## config.mk

```make
export PLATFORM = sky130hd
export DESIGN_NAME = sdram_rd_burst_seq
export DESIGN_NICKNAME = d
export VERILOG_FILES = /design/src/rtl/sdram_rd_pkg.sv /design/src/rtl/sdram_rd_addr_gen.sv /design/src/rtl/sdram_rd_regfile.sv /design/src/rtl/sdram_rd_pipe.sv /design/src/rtl/sdram_rd_burst_seq.sv
export SDC_FILE = /design/constraint.sdc
export NUM_CORES = 1
export LEC_CHECK = 0
export CORE_UTILIZATION = 34
export CTS_CLUSTER_DIAMETER = 80
export DETAILED_ROUTE_END_ITERATION = 10
export PLACE_DENSITY = 0.54
export SYNTH_ARGS = -nofsm -noshare
export SYNTH_HDL_FRONTEND = slang
export SYNTH_MEMORY_MAX_BITS = 65536
export SYNTH_SLANG_ARGS = --single-unit
```

## constraint.sdc

```tcl
create_clock -name clk -period 2.88 [get_ports clk]
set_input_delay 0.576 -clock clk [delete_from_list [all_inputs] [get_ports clk]]
set_output_delay 0.576 -clock clk [all_outputs]
set_load 0.05 [all_outputs]
```

## src/rtl/sdram_rd_pkg.sv

```systemverilog
package sdram_rd_pkg;

  typedef struct packed {
    logic       full;
    logic [1:0] len_log2;
  } burst_cfg_t;

  localparam logic [2:0] BCODE_FULL = 3'd7;

  function automatic burst_cfg_t decode_burst(input logic [2:0] code);
    burst_cfg_t c;
    c.full     = 1'b0;
    c.len_log2 = 2'd0;
    case (code)
      3'd1:       c.len_log2 = 2'd1;
      3'd2:       c.len_log2 = 2'd2;
      3'd3:       c.len_log2 = 2'd3;
      BCODE_FULL: c.full     = 1'b1;
      default:    c.len_log2 = 2'd0;
    endcase
    return c;
  endfunction

endpackage

```

## src/rtl/sdram_rd_addr_gen.sv

```systemverilog
module sdram_rd_addr_gen
  import sdram_rd_pkg::*;
#(
  parameter int COL_W = 8
) (
  input  logic             clk,
  input  logic             rst_n,
  input  logic             rd_req,
  input  logic [COL_W-1:0] rd_col,
  input  logic [2:0]       burst_code,
  input  logic             interleave,
  input  logic             term,
  output logic [COL_W-1:0] col_q,
  output logic             vld_q,
  output logic             act_q,
  output logic             full_q,
  output logic [COL_W-1:0] cnt_q,
  output logic [COL_W-1:0] mask_q
);

  function automatic logic [COL_W-1:0] len_mask(input burst_cfg_t c);
    if (c.full) return '1;
    return COL_W'((32'd1 << c.len_log2) - 32'd1);
  endfunction

  function automatic logic [COL_W-1:0] beat_column(
    input logic [COL_W-1:0] start,
    input logic [COL_W-1:0] cnt,
    input logic [COL_W-1:0] mask,
    input logic             ilv
  );
    logic [COL_W-1:0] low;
    low = ilv ? (start ^ cnt) : (start + cnt);
    return (start & ~mask) | (low & mask);
  endfunction

  burst_cfg_t       cfg_new;
  logic [COL_W-1:0] mask_new;
  logic [COL_W-1:0] start_q;
  logic             ilv_q;
  logic             last_beat;

  assign cfg_new   = decode_burst(burst_code);
  assign mask_new  = len_mask(cfg_new);
  assign last_beat = !full_q && (cnt_q == mask_q);

  always_ff @(posedge clk) begin
    if (!rst_n) begin
      start_q <= '0;
      mask_q  <= '0;
      ilv_q   <= 1'b0;
      full_q  <= 1'b0;
      cnt_q   <= '0;
      act_q   <= 1'b0;
      col_q   <= '0;
      vld_q   <= 1'b0;
    end else if (rd_req) begin
      start_q <= rd_col;
      mask_q  <= mask_new;
      ilv_q   <= interleave & !cfg_new.full;
      full_q  <= cfg_new.full;
      col_q   <= rd_col;
      vld_q   <= 1'b1;
      cnt_q   <= COL_W'(1);
      act_q   <= cfg_new.full | (mask_new != '0);
    end else if (act_q && !term) begin
      col_q   <= beat_column(start_q, cnt_q, mask_q, ilv_q);
      vld_q   <= 1'b1;
      cnt_q   <= cnt_q + COL_W'(1);
      act_q   <= !last_beat;
    end else begin
      vld_q   <= 1'b0;
      act_q   <= 1'b0;
    end
  end

endmodule

```

## src/rtl/sdram_rd_regfile.sv

```systemverilog
module sdram_rd_regfile #(
  parameter int              COL_W = 8,
  parameter int              DW    = 16,
  parameter logic [COL_W-1:0] SALT = 8'h5A
) (
  input  logic             clk,
  input  logic             rst_n,
  input  logic [COL_W-1:0] raddr,
  output logic [DW-1:0]    rdata
);

  localparam int DEPTH = 1 << COL_W;

  function automatic logic [DW-1:0] seed_word(input logic [COL_W-1:0] c);
    return DW'({c ^ SALT, ~c});
  endfunction

  logic [DW-1:0] mem [DEPTH];

  always_ff @(posedge clk) begin
    if (!rst_n) begin
      for (int i = 0; i < DEPTH; i++) mem[i] <= seed_word(COL_W'(i));
    end
  end

  assign rdata = mem[raddr];

endmodule

```

## src/rtl/sdram_rd_pipe.sv

```systemverilog
module sdram_rd_pipe #(
  parameter int DW     = 16,
  parameter int MAX_CL = 3,
  parameter int CLW    = 2
) (
  input  logic           clk,
  input  logic           rst_n,
  input  logic           in_vld,
  input  logic [DW-1:0]  in_data,
  input  logic [CLW-1:0] cl_sel,
  output logic           out_vld,
  output logic [DW-1:0]  out_data
);

  logic [MAX_CL-1:0] v;
  logic [DW-1:0]     d [MAX_CL];
  logic [CLW-1:0]    tap;

  for (genvar g = 0; g < MAX_CL; g++) begin : g_stage
    if (g == 0) begin : g_head
      always_ff @(posedge clk) begin
        if (!rst_n) begin
          v[0] <= 1'b0;
          d[0] <= '0;
        end else begin
          v[0] <= in_vld;
          d[0] <= in_vld ? in_data : '0;
        end
      end
    end else begin : g_body
      always_ff @(posedge clk) begin
        if (!rst_n) begin
          v[g] <= 1'b0;
          d[g] <= '0;
        end else begin
          v[g] <= v[g-1];
          d[g] <= d[g-1];
        end
      end
    end
  end

  assign tap      = cl_sel - CLW'(1);
  assign out_vld  = v[tap];
  assign out_data = v[tap] ? d[tap] : '0;

endmodule

```

## src/rtl/sdram_rd_burst_seq.sv

```systemverilog
module sdram_rd_burst_seq #(
  parameter int               COL_W  = 8,
  parameter int               DW     = 16,
  parameter int               MIN_CL = 2,
  parameter int               MAX_CL = 3,
  parameter logic [COL_W-1:0] SALT   = 8'h5A,
  localparam int              CLW    = $clog2(MAX_CL + 1)
) (
  input  logic             clk,
  input  logic             rst_n,
  input  logic             rd_req,
  input  logic [COL_W-1:0] rd_col,
  input  logic [CLW-1:0]   cas_lat,
  input  logic [2:0]       burst_code,
  input  logic             interleave,
  input  logic             term,
  output logic [COL_W-1:0] beat_col,
  output logic             beat_col_valid,
  output logic [DW-1:0]    dq_out,
  output logic             dq_oe
);

  logic [CLW-1:0]   cl_q;
  logic [CLW-1:0]   cl_new;
  logic             act_q;
  logic             full_q;
  logic [COL_W-1:0] cnt_q;
  logic [COL_W-1:0] mask_q;
  logic [DW-1:0]    rf_word;

  assign cl_new = (int'(cas_lat) < MIN_CL) ? CLW'(MIN_CL) :
                  (int'(cas_lat) > MAX_CL) ? CLW'(MAX_CL) : cas_lat;

  always_ff @(posedge clk) begin
    if (!rst_n)      cl_q <= CLW'(MIN_CL);
    else if (rd_req) cl_q <= cl_new;
  end

  sdram_rd_addr_gen #(.COL_W(COL_W)) u_addr (
    .clk        (clk),
    .rst_n      (rst_n),
    .rd_req     (rd_req),
    .rd_col     (rd_col),
    .burst_code (burst_code),
    .interleave (interleave),
    .term       (term),
    .col_q      (beat_col),
    .vld_q      (beat_col_valid),
    .act_q      (act_q),
    .full_q     (full_q),
    .cnt_q      (cnt_q),
    .mask_q     (mask_q)
  );

  sdram_rd_regfile #(.COL_W(COL_W), .DW(DW), .SALT(SALT)) u_rf (
    .clk   (clk),
    .rst_n (rst_n),
    .raddr (beat_col),
    .rdata (rf_word)
  );

  sdram_rd_pipe #(.DW(DW), .MAX_CL(MAX_CL), .CLW(CLW)) u_pipe (
    .clk      (clk),
    .rst_n    (rst_n),
    .in_vld   (beat_col_valid),
    .in_data  (rf_word),
    .cl_sel   (cl_q),
    .out_vld  (dq_oe),
    .out_data (dq_out)
  );

endmodule

```

======== After elaboration in Yosys (flattened, before gate mapping) ========
Memory sizes are Yosys's and may differ from the RTL's. A register that Yosys moved wholly into a read port is not among the register bits.
Index checks and enable logic that the tools add are counted.
word-level totals
  register bits ........................... 41
  memories kept ........................... 2
  input bits .............................. 18
  output and inout bits ................... 26
  memory bits (writable) .................. 4,144
memory list
  name      depth  bits a word  read ports  clocked after Yosys merged registers in  write ports  line                    text
  u_rf.mem  256    16           1           1                                        256          sdram_rd_regfile.sv:18  logic [DW-1:0] mem [DEPTH];
  u_pipe.d  3      16           3           0                                        3            sdram_rd_pipe.sv:16     logic [DW-1:0] d [MAX_CL];
cells by class
  bitwise operators ....................... 11
  order comparisons ....................... 2
  muxes and demuxes ....................... 26
  reductions and logical operators ........ 9
  shifts and indexed selects .............. 1
  add/sub/neg operators ................... 4
  equal/unequal tests ..................... 5
operators with widths
  operator                                                                       count
  16-bit 2-to-1 mux                                                              5
  8-bit 2-to-1 mux                                                               7
  8-bit AND                                                                      2
  1-bit 2-to-1 mux                                                               11
  8-bit by 1-bit adder with 8-bit output (second input constant)                 1
  8-bit adder                                                                    1
  8-bit equality test                                                            1
  8-bit NOT                                                                      1
  8-bit OR                                                                       1
  8-bit nonzero test                                                             1
  1-bit by 2-bit left shift with 8-bit output (first input constant)             1
  8-bit by 1-bit subtractor with 8-bit output (second input constant)            1
  8-bit XOR                                                                      1
  3-bit by 2-bit equality test with 1-bit output (second input constant)         2
  2-bit one-hot mux with 3 select lines                                          1
  1-bit zero test                                                                4
  1-bit OR                                                                       4
  3-bit by 1-bit equality test with 1-bit output (second input constant)         1
  3-bit equality test (second input constant)                                    1
  2-bit by 3-bit less-than comparator with 1-bit output (second input constant)  1
  1-bit binary-select mux with 2-bit select                                      1
  1-bit logical AND                                                              2
  2-bit less-than comparator (second input constant)                             1
  2-bit 2-to-1 mux                                                               1
  5 further kinds                                                                5

======== Logic depth before layout (Yosys ltp) ========
  word-level depth ........................ 8
  mapped depth ............................ 9
  mapped depth without buffers ............ 9

======== Hierarchy ========
Synthesis repeated with hierarchy kept, for this count alone.
unflattened totals
  cell total of the unflattened synthesis .. 415
  area, all modules ....................... 3,841.2 um2
modules (own cells, without submodules)
  module              sequential area each (um2)  cells an instance  area an instance (um2)  times used
  sdram_rd_pipe       1,021.0                     186                2,005.7                 1
  sdram_rd_addr_gen   620.6                       208                1,704.1                 1
  sdram_rd_regfile    0.0                         16                 90.1                    1
  sdram_rd_burst_seq  20.0                        5                  41.3                    1

======== Worst setup path after synthesis ========
No wires, ideal clock.
  path kind ............................... register to output
  start point ............................. register cl_q[0]
  end point ............................... output port dq_out[11]
  arrival ................................. 1,932 ps
  path slack .............................. 372 ps
  cell stages (with the launch flop) ...... 6
  cells stage by stage .................... dfxtp_1 clkbuf_1 buf_2 mux2i_1 nor2_1 buf_4
on the way
  longest elaborated chain between the ends .. 4
ends and longest elaborated chain
  element                                          line                      text
  start, declared                                  sdram_rd_burst_seq.sv:23  logic [CLW-1:0] cl_q;
  start signal, assigned                           sdram_rd_burst_seq.sv:35  if (!rst_n) cl_q <= CLW'(MIN_CL);
  start signal, assigned                           sdram_rd_burst_seq.sv:36  else if (rd_req) cl_q <= cl_new;
  2-bit by 1-bit subtractor with 2-bit output (*)  sdram_rd_pipe.sv:43       assign tap = cl_sel - CLW'(1);
  1-bit binary-select mux with 2-bit select        sdram_rd_pipe.sv:45       assign out_data = v[tap] ? d[tap] : '0;
  1-bit 2-to-1 mux (implied by the code)           sdram_rd_pipe.sv:45
  16-bit 2-to-1 mux (*)                            sdram_rd_pipe.sv:45
  end, declared                                    sdram_rd_burst_seq.sv:19  output logic [DW-1:0] dq_out,
Every way passes the cells marked *; elsewhere a longest branch is shown, timed or not. The select of a mux whose other input is x is not followed.

======== Final worst setup path ========
  start point ............................. register u_addr.cnt_q[0]
  end point ............................... register u_addr.col_q[4]
on the way
  longest elaborated chain between the ends .. 6
ends and longest elaborated chain
  element                 line                     text
  start, declared         sdram_rd_addr_gen.sv:17  output logic [COL_W-1:0] cnt_q,
  start signal, assigned  sdram_rd_addr_gen.sv:69  cnt_q <= cnt_q + COL_W'(1);
  8-bit adder             sdram_rd_addr_gen.sv:33  low = ilv ? (start ^ cnt) : (start + cnt);
  8-bit 2-to-1 mux        sdram_rd_addr_gen.sv:33
  8-bit AND               sdram_rd_addr_gen.sv:34  return (start & ~mask) | (low & mask);
  8-bit OR                sdram_rd_addr_gen.sv:34
  8-bit 2-to-1 mux        sdram_rd_addr_gen.sv:66  end else if (act_q && !term) begin
  8-bit 2-to-1 mux        sdram_rd_addr_gen.sv:57  end else if (rd_req) begin
  end signal, assigned    sdram_rd_addr_gen.sv:62  col_q <= rd_col;
  end signal, assigned    sdram_rd_addr_gen.sv:67  col_q <= beat_column(start_q, cnt_q, mask_q, ilv_q);
  end, declared           sdram_rd_addr_gen.sv:13  output logic [COL_W-1:0] col_q,
Every way passes these cells. The select of a mux whose other input is x is not followed.
A chain may end at the register's enable or synchronous reset.

==> run metrics <==
run status complete, but fails checks; failing checks design-rule violations; DRC viols 8; I/O pin count 44; Core Area 0.00881 mm^2; Post-Syn Area 0.00312 mm^2; FF-to-FF End u_addr.col_q[4]$_SDFFE_PN0N_; DR WL/cell 13.1 um; gr usage total 0.144; final setup fails 0; synthesized instance count 331; Slew @ Worst Pin 544 ps; multi-input logic area 0.00141 mm^2; most frequent cells in the layout dfxtp_1, nor2_1, nand2_1; Slew HR 0.637; die area 0.00957 mm^2; DR WL met2 2.72 mm; GRT overflow 0; Worst Setup Start Kind flip-flop; most common cell after layout, fill and taps aside dfxtp_1; cts hold-fix bufs 0; R2R depth 9; PwrDens 561 mW/mm^2; Min-Delay Path Class flip-flop to flip-flop; Port Buf Inserts 43; hold violation count in the final report 0; Hold Path Depth 1; DRT Pass-1 Iters 8; cts repair resizes 0; r2r setup slk 630 ps; cts bufs inserted 9; Arr. time, crit path 2540 ps; FF+latch count, synth 79; CP Data Required Time 3170 ps; ANT nets after route 0; Post-Route WL 6.35 mm; via count 2267; Worst Setup Path Type flip-flop to flip-flop; post-route cell area 0.00378 mm^2; metal1 wirelength 3.25 mm; fillers 881; Die H 97.8 um; Syn Area/Cell 9.44 um^2; initial drt markers 109; peak fanout along the critical path 5; synth top area cells dfxtp_1, mux2i_1, and2_1; top cell type's share of synthesized area 0.506; top_reg_cell synth dfxtp_1; hold path endpoint u_pipe.d[0][9]$_SDFF_PN0_; Crit. End Element flip-flop; Routed met3 length 278 um; # H-tree levels 3; Final min period 2250 ps; Starting Density 0.355; maxcap violations 0; CTS Sinks 79; share of cells above drive strength 1 0.109; CTS tree yes; clk root buf clkbuf_8; Cell Area, Placed 0.00359 mm^2; top sig layer met4; syn_nets 358; Synth-to-Final Area Change 21.0%; initial antenna violation count 0; maximum vdd drop 0.000186 V; Vias/cell 4.69; nets 397; register area 0.00158 mm^2; Ys Warns 0; global-route wire length before repair 10.7 mm; routability cong. 0.783; sequential-to-total area share from yosys stat 0.506; EDFF count, synth 0; largest area contributor in the netlist dfxtp_1; Fin Setup TNS 0 ps; setup bufs post-CTS 0; LEAKAGE 1.47 nW; synth unique cells 38; period utilisation layout 0.782; worst r2r src u_addr.cnt_q[0]$_SDFFE_PN0N_; vias in the first global route 2198; Final Power 0.00212 W; DP HPWL 4.42 mm; RSZ-0062 raised after global routing no; Die Wd 97.8 um; cell row count 34; Worst-path clk slew 90 ps; ant diodes 0; Max Clk Rate 444 MHz; Synth async-reset ratio 0; Worst-Skew Late Latency 350 ps; largest net degree at the start of global routing 59; clk_skew 10.5 ps; final count of pins violating max slew 0; Max clock buf depth 2
[layer usage]
metal | vias to the layer above | GRT usage
li1 | 1186 | -
met1 | 1021 | 0.194
met2 | 53 | 0.213
met3 | 7 | 0.0394
met4 | 0 | 0.0676
met5 | - | 0
[cell usage after synthesis, types with 6 or more instances]
library cell   n
a21boi_0      11
a21oi_1       15
and2_1        27
clkbuf_1      14
dfxtp_1       79
ha_1           8
inv_1          9
mux2i_1       21
nand2_1       28
nand3_1        6
nor2_1        37
nor2b_1        9
o21ai_0       13
xnor2_1        8
[where the power goes]
group	switching [W]	total (W)	internal [W]
Combinational	0.000108	0.000192	0.0000831
Sequential	0.0000277	0.00116	0.00113
Clock	0.000424	0.000770	0.000347
[state kept, by name, summed over array words and instances (netlist names), named ones only]
| name | flops |
|---|---|
| u_addr.act_q | 1 |
| u_addr.ilv_q | 1 |
| u_addr.mask_q | 4 |
| u_rf.rdata | 4 |
| u_addr.vld_q | 1 |
| cl_q | 1 |
| u_addr.col_q | 8 |
| u_addr.cnt_q | 8 |
| u_pipe.d | 36 |
| u_pipe.v | 3 |
| u_addr.start_q | 8 |
[logic make-up (layout without fill, tap and decap cells)]
family / after synthesis / in the layout / synth area share
adders and majority gates: 9 / 9 / 0.0385
buffers and inverters: 30 / 74 / 0.0429
DFF: 79 / 79 / 0.506
and+or+nand+nor: 125 / 125 / 0.197
AOI/OAI and AO/OA: 55 / 55 / 0.114
xor gates and xnor gates: 12 / 12 / 0.0337
muxes: 21 / 21 / 0.0673
[critical path, stage by stage (launching register included)]
cell and delay, ps:
dfxtp_1 440, ha_1 200, inv_1 60, fa_1 380, nor2b_1 120, o21ai_0 90, a21oi_1 240, xnor2_1 90
a2111oi_0 440, a21o_1 140
[metrics by stage]
step           worst slack, ps  cells   util  hold WS, ps
2_1_floorplan              372    331      -          368
3_3_place_gp               717    467  0.408          375
3_5_place_dp               676    467  0.408          374
4_1_cts                    594    483  0.429          376
5_1_grt                    415    483  0.429          398
6_report                   628    483  0.429          378
[final cells by class]
cell class | instances | area share
Timing Repair Buffer | 49 | 0.115
Clock buffer | 10 | 0.0364
Sequential cell | 79 | 0.418
Multi-Input combinational cell | 222 | 0.372
Clock inverter | 6 | 0.0136
Tap cell | 108 | 0.0357
Inverter | 9 | 0.00894
[worst max path at each step]
stage | end | slack (ps) | cells past startpoint | from
final | u_addr.col_q[4]$_SDFFE_PN0N_ | 630 | 9 | u_addr.cnt_q[0]$_SDFFE_PN0N_
after CTS | dq_out[3] | 590 | 5 | cl_q[0]$_SDFFE_PN0P_
after floorplan | dq_out[11] | 370 | 5 | cl_q[0]$_SDFFE_PN0P_
after global routing | u_addr.col_q[4]$_SDFFE_PN0N_ | 410 | 9 | u_addr.cnt_q[0]$_SDFFE_PN0N_
after global placement | flip-flop | 720 | 9 | u_addr.cnt_q[0]$_SDFFE_PN0N_
after detailed placement | u_addr.col_q[6]$_SDFFE_PN0N_ | 680 | 6 | term
No activity file was read; power rests on OpenSTA's default activity.
